File: src/rtl/clkdiv_pkg.sv
`timescale 1ns/1ps
package clkdiv_pkg;
  localparam int CODE_W = 3;
  localparam int SEL_W  = 2;

  typedef enum logic [1:0] {
    DIV_BY1 = 2'd0,
    DIV_BY2 = 2'd1,
    DIV_BY4 = 2'd2
  } divKindT;

  typedef struct packed {
    logic    restart;
    logic    slip;
    divKindT kind;
  } divStrobeT;

  function automatic logic codeLegal(input logic [CODE_W-1:0] code);
    return (code == 3'b000) || (code == 3'b001) || (code == 3'b010) || (code == 3'b100);
  endfunction
endpackage

File: src/rtl/div_ctrl.sv
`timescale 1ns/1ps
module div_ctrl
  import clkdiv_pkg::*;
(
  input  logic              clk,
  input  logic              rstN,
  input  logic              softRst,
  input  logic              divWe,
  input  logic [CODE_W-1:0] divData,
  input  logic              slipWe,
  input  logic              slipData,
  input  logic [SEL_W-1:0]  extSel,
  output divStrobeT         strobes,
  output logic [CODE_W-1:0] divCode,
  output logic              errFlag
);
  divKindT kindNow;
  divKindT kindPrev;
  logic    slipBit;
  logic    slipPrev;
  logic    restartNow;

  // Ratio register and sticky error: hard reset only
  always_ff @(posedge clk or negedge rstN) begin
    if (!rstN) begin
      divCode <= '0;
      errFlag <= 1'b0;
    end else if (divWe) begin
      if (codeLegal(divData)) begin
        divCode <= divData;
        errFlag <= 1'b0;
      end else begin
        errFlag <= 1'b1;
      end
    end
  end

  // Effective ratio: register code, or the external select at code 000
  always_comb begin
    case (divCode)
      3'b001:  kindNow = DIV_BY1;
      3'b010:  kindNow = DIV_BY2;
      3'b100:  kindNow = DIV_BY4;
      default: begin
        case (extSel)
          2'd1:    kindNow = DIV_BY2;
          2'd2:    kindNow = DIV_BY4;
          default: kindNow = DIV_BY1;
        endcase
      end
    endcase
  end

  always_ff @(posedge clk or negedge rstN) begin
    if (!rstN) kindPrev <= DIV_BY1;
    else       kindPrev <= kindNow;
  end

  assign restartNow = (kindNow != kindPrev);

  // Slip register: soft reset clears the bit, edge history is hard reset only
  always_ff @(posedge clk or negedge rstN) begin
    if (!rstN)        slipBit <= 1'b0;
    else if (softRst) slipBit <= 1'b0;
    else if (slipWe)  slipBit <= slipData;
  end

  always_ff @(posedge clk or negedge rstN) begin
    if (!rstN) slipPrev <= 1'b0;
    else       slipPrev <= slipBit;
  end

  always_comb begin
    strobes.kind    = kindNow;
    strobes.restart = restartNow;
    strobes.slip    = slipBit && !slipPrev && (kindNow != DIV_BY1) && !restartNow;
  end
endmodule

File: src/rtl/div_path.sv
`timescale 1ns/1ps
module div_path
  import clkdiv_pkg::*;
#(
  parameter int CNT_W = 2
) (
  input  logic      clk,
  input  logic      rstN,
  input  divStrobeT strobes,
  output logic      outClk
);
  localparam logic [CNT_W-1:0] ONE = CNT_W'(1);
  localparam logic [CNT_W-1:0] TWO = CNT_W'(2);

  logic [CNT_W-1:0] cnt;
  logic [CNT_W-1:0] cntNext;
  logic [CNT_W-1:0] cntMask;
  logic [CNT_W-1:0] halfVal;
  logic             phaseReg;

  always_comb begin
    case (strobes.kind)
      DIV_BY2: begin cntMask = CNT_W'(1); halfVal = CNT_W'(1); end
      DIV_BY4: begin cntMask = CNT_W'(3); halfVal = CNT_W'(2); end
      default: begin cntMask = '0;        halfVal = CNT_W'(1); end
    endcase
  end

  // A slip skips one count, so the wrap (rising edge) comes one cycle earlier
  always_comb begin
    if (strobes.restart)   cntNext = '0;
    else if (strobes.slip) cntNext = (cnt + TWO) & cntMask;
    else                   cntNext = (cnt + ONE) & cntMask;
  end

  always_ff @(posedge clk or negedge rstN) begin
    if (!rstN) begin
      cnt      <= '0;
      phaseReg <= 1'b1;
    end else begin
      cnt      <= cntNext;
      phaseReg <= (cntNext < halfVal);
    end
  end

  assign outClk = (strobes.kind == DIV_BY1) ? clk : phaseReg;
endmodule

File: src/rtl/sample_clock_divider.sv
`timescale 1ns/1ps
module sample_clock_divider
  import clkdiv_pkg::*;
#(
  parameter int CNT_W = 2
) (
  input  logic              clk,
  input  logic              rstN,
  input  logic              softRst,
  input  logic              divWe,
  input  logic [CODE_W-1:0] divData,
  input  logic              slipWe,
  input  logic              slipData,
  input  logic [SEL_W-1:0]  extSel,
  output logic              outClk,
  output logic              errFlag
);
  divStrobeT         strobes;
  logic [CODE_W-1:0] divCode;

  div_ctrl i_ctrl (
    .clk(clk), .rstN(rstN), .softRst(softRst),
    .divWe(divWe), .divData(divData),
    .slipWe(slipWe), .slipData(slipData), .extSel(extSel),
    .strobes(strobes), .divCode(divCode), .errFlag(errFlag)
  );

  div_path #(.CNT_W(CNT_W)) i_path (
    .clk(clk), .rstN(rstN), .strobes(strobes), .outClk(outClk)
  );
endmodule

File: config.mk
export PLATFORM = sky130hd
export DESIGN_NAME = sample_clock_divider
export DESIGN_NICKNAME = d
export VERILOG_FILES = /design/src/rtl/clkdiv_pkg.sv /design/src/rtl/div_ctrl.sv /design/src/rtl/div_path.sv /design/src/rtl/sample_clock_divider.sv
export SDC_FILE = /design/constraint.sdc
export NUM_CORES = 1
export LEC_CHECK = 0
export BUFFER_PORTS_ARGS = -buffer_cell sky130_fd_sc_hd__buf_2
export CAP_MARGIN = 20
export CORE_MARGIN = 3
export CORE_UTILIZATION = 30
export DETAILED_ROUTE_END_ITERATION = 8
export PLACE_DENSITY = 0.5
export SYNTH_ARGS = -nofsm -noshare
export SYNTH_HDL_FRONTEND = slang
export SYNTH_SLANG_ARGS = --single-unit
export TNS_END_PERCENT = 20
File: constraint.sdc
create_clock -name clk -period 2.37 [get_ports clk]
set_clock_uncertainty 0.15 [all_clocks]
set_input_delay 0.474 -clock clk [delete_from_list [all_inputs] [get_ports clk]]
set_output_delay 0.474 -clock clk [all_outputs]
set_load 0.03 [all_outputs]
==> metrics.csv <==
metric;value;unit
non-filler cells, final;123;
Multi-input gate area;382;um2
post-synth net total;76;
violated checks;negative setup slack;
worst path cell trace;and2_4 -> o21ai_2 -> nand2_2 -> inv_2 -> ha_4 -> buf_4 -> mux2_2 -> buf_6;
Max-cap violations;0;
Bufs and invs on worst path;3;
Ports;13;
Leakage Power;0.000470;uW
cells after synthesis;62;
Core ar.;1860;um2
DR vias/cell;4.46;
Register Area;279;um2
sequential area share after synthesis;43.8;%
largest net degree at the start of global routing;12;
CP required;1.75;ns
Die H;51.8;um
average size of a mapped cell;10.2;um2
clock-pin transition on the worst setup and hold timing paths;0.07;ns
Net Switching;295;uW
P&R area growth vs syn;50.4;%
ANT cells;0;
GRT Util Overall;11.5;%
slowest CP cell;dfrtp_2;
yosys warns;0;
CP peak stage delay;0.45;ns
commonest cells after routing, fill and taps aside;16 x buf_4, 11 x nand2_1, 11 x buf_2;
DRC;0;
WL final;1.24;mm
sequential share of power;30.6;%
Die X;51.8;um
unrepaired setup endpoints after global routing;true;
initial antenna violation count;0;
worst-skew pair later-pin latency;0.37;ns
Slew HR;82.5;%
drt first pass iters;4;
max frequency;388;MHz
status;complete, but fails checks;
final worst path period need;2.58;ns
share of cells above drive strength 1;54.1;%
# setup viols final;2;
remaining antenna violation count;0;
Max Slew Vio Count;0;
PortBufs;12;
dpl ws;-0.463;ns
Synth area leader;dfrtp_1;
first-pass GRT wire length;2.15;mm
total grt overflow;0;
vias in the first global route;543;
Worst Path Max Fanout;5;
delay-heaviest family, CP;flip-flops;
Clk pwr share;32.7;%
TNS Setup;-0.268;ns
Comb pwr share;36.7;%
DRT iter0 DRCs;7;
WL/cell;10.0;um
Power Total;862;uW
Yosys top cell area share;39.7;%
die footprint;2690;um2
Initial Utilization;33.9;%
Tcrit/Tclk final;109;%
internal power;567;uW
final setup margin;-0.211;ns
commonest non-fill, non-tap cell in the layout;buf_4;
Max VDD drop;0.000504;V
vias post-DR;549;
Synth Cell Area;631;um2
crit path kind;reg -> out;
top area cells in the synthesized netlist;dfrtp_1 40%, nand2_1 7.1%, ha_1 6.0%;
Slew @ Worst Pin;0.260;ns
Fin. Hold Viols;0;
Seq cells post-synth;11;
Setup crit start kind;flip-flop;
nets;113;
CTS tree;built;
Rows;15;
CP Capture Type;output pin;
Arrival @ worst endpoint;1.96;ns
post-synth cell types;23;
switching share of total power;34.2;%
GP Congestion;0.678;
fill count;173;
PwrDens;909;nW/um2
Placed Cells;112;
worst hold path type;in -> reg;
Fin Hold WS;0.0915;ns
cell families after synthesis:
| logic type | after synthesis | share of synthesized area (%) |
|---|---|---|
| AOI/OAI and AO/OA | 11 | 13.9 |
| xor gates and xnor gates | 4 | 6.75 |
| DFF | 11 | 43.8 |
| adders and majority gates | 3 | 5.95 |
| muxes | 3 | 5.16 |
| and+or+nand+nor | 27 | 22.6 |
| buffers and inverters | 3 | 1.79 |
state kept, by name, summed over array words and instances, names as in the netlist:
signal           cells
i_ctrl.divCode       3
i_ctrl.errFlag       1
i_ctrl.kindPrev      2
i_ctrl.slipBit       1
i_ctrl.slipPrev      1
i_path.cnt           2
i_path.phaseReg      1
Yosys cell counts, drive strengths merged:
| master | number |
|---|---|
| a21o | 1 |
| a21oi | 3 |
| a22o | 1 |
| and2 | 1 |
| dfrtp | 10 |
| dfstp | 1 |
| ha | 3 |
| inv | 3 |
| mux2 | 2 |
| mux2i | 1 |
| nand2 | 12 |
| nand2b | 1 |
| nor2 | 6 |
| nor2b | 2 |
| nor3b | 3 |
| nor4 | 2 |
| o21ai | 4 |
| o31a | 1 |
| o32ai | 1 |
| xor2 | 4 |
worst register-to-register path, stage by stage, from the launching register on:
cell and delay, ns:
dfrtp_2 0.40, buf_4 0.13, nor2b_4 0.04, o32ai_4 0.22, inv_2 0.07, ha_4 0.17
nor3b_2 0.18, nor2_1 0.07, xor2_1 0.15, nor4_2 0.19, ha_1 0.30, a21oi_1 0.15
o31a_1 0.15
worst paths after layout:
path                                   startpoint  cells after the start  slack, ns              end
worst min register to register     i_ctrl.slipBit                      0       0.26  i_ctrl.slipPrev
max in group asynchronous                    rstN                      2       1.47  i_path.phaseReg
worst max-delay path            i_ctrl.divCode[0]                      8      -0.21           outClk
worst min-delay path                      softRst                      2       0.09   i_ctrl.slipBit
min in group asynchronous                    rstN                      2       0.34    i_path.cnt[1]
worst max register to register  i_ctrl.divCode[2]                     12      -0.06  i_path.phaseReg
final cells by class:
class | instances | share of cell area [%]
inverters | 3 | 1.19
flip-flops and latches | 11 | 29.4
multi-input cells | 48 | 40.2
repair buffers | 28 | 19.5
clock buffers | 8 | 6.33
well taps | 25 | 3.30
through the flow:
| stage | utilization, % | cell area, um2 |
|---|---|---|
| floorplan | - | 636 |
| global placement | 44.4 | 825 |
| detailed placement | 44.4 | 825 |
| CTS | 50.4 | 937 |
| global route | 51.0 | 948 |
| finish | 51.0 | 948 |
power by group through the flow:
stage / logic (uW) / clock network (uW) / registers, uW
after global routing: 351 / 308 / 270
after CTS: 309 / 297 / 263
after global placement: 263 / 59.4 / 264
final: 316 / 282 / 264
after detailed placement: 265 / 59.4 / 265
after floorplan: 142 / 48.6 / 265
layer usage:
metal / part of all wire, % / global-route usage [%] / vias up
li1: - / - / 284
met1: 43 / 13.6 / 250
met2: 50 / 15.3 / 15
met3: 7.4 / 8.02 / 0
met4: 0 / 6.11 / 0
met5: 0 / 0 / -
timing repair:
item | 4_1_cts | 5_1_grt
setup buffers | 3 | 0
pin swaps | 1 | 1
setup endpoints to repair | 2 | 2
gates resized for setup | 10 | 5
hold endpoints to repair | 10 | 0
hold buffers | 1 | 0
No activity file was read; power rests on OpenSTA's default activity.
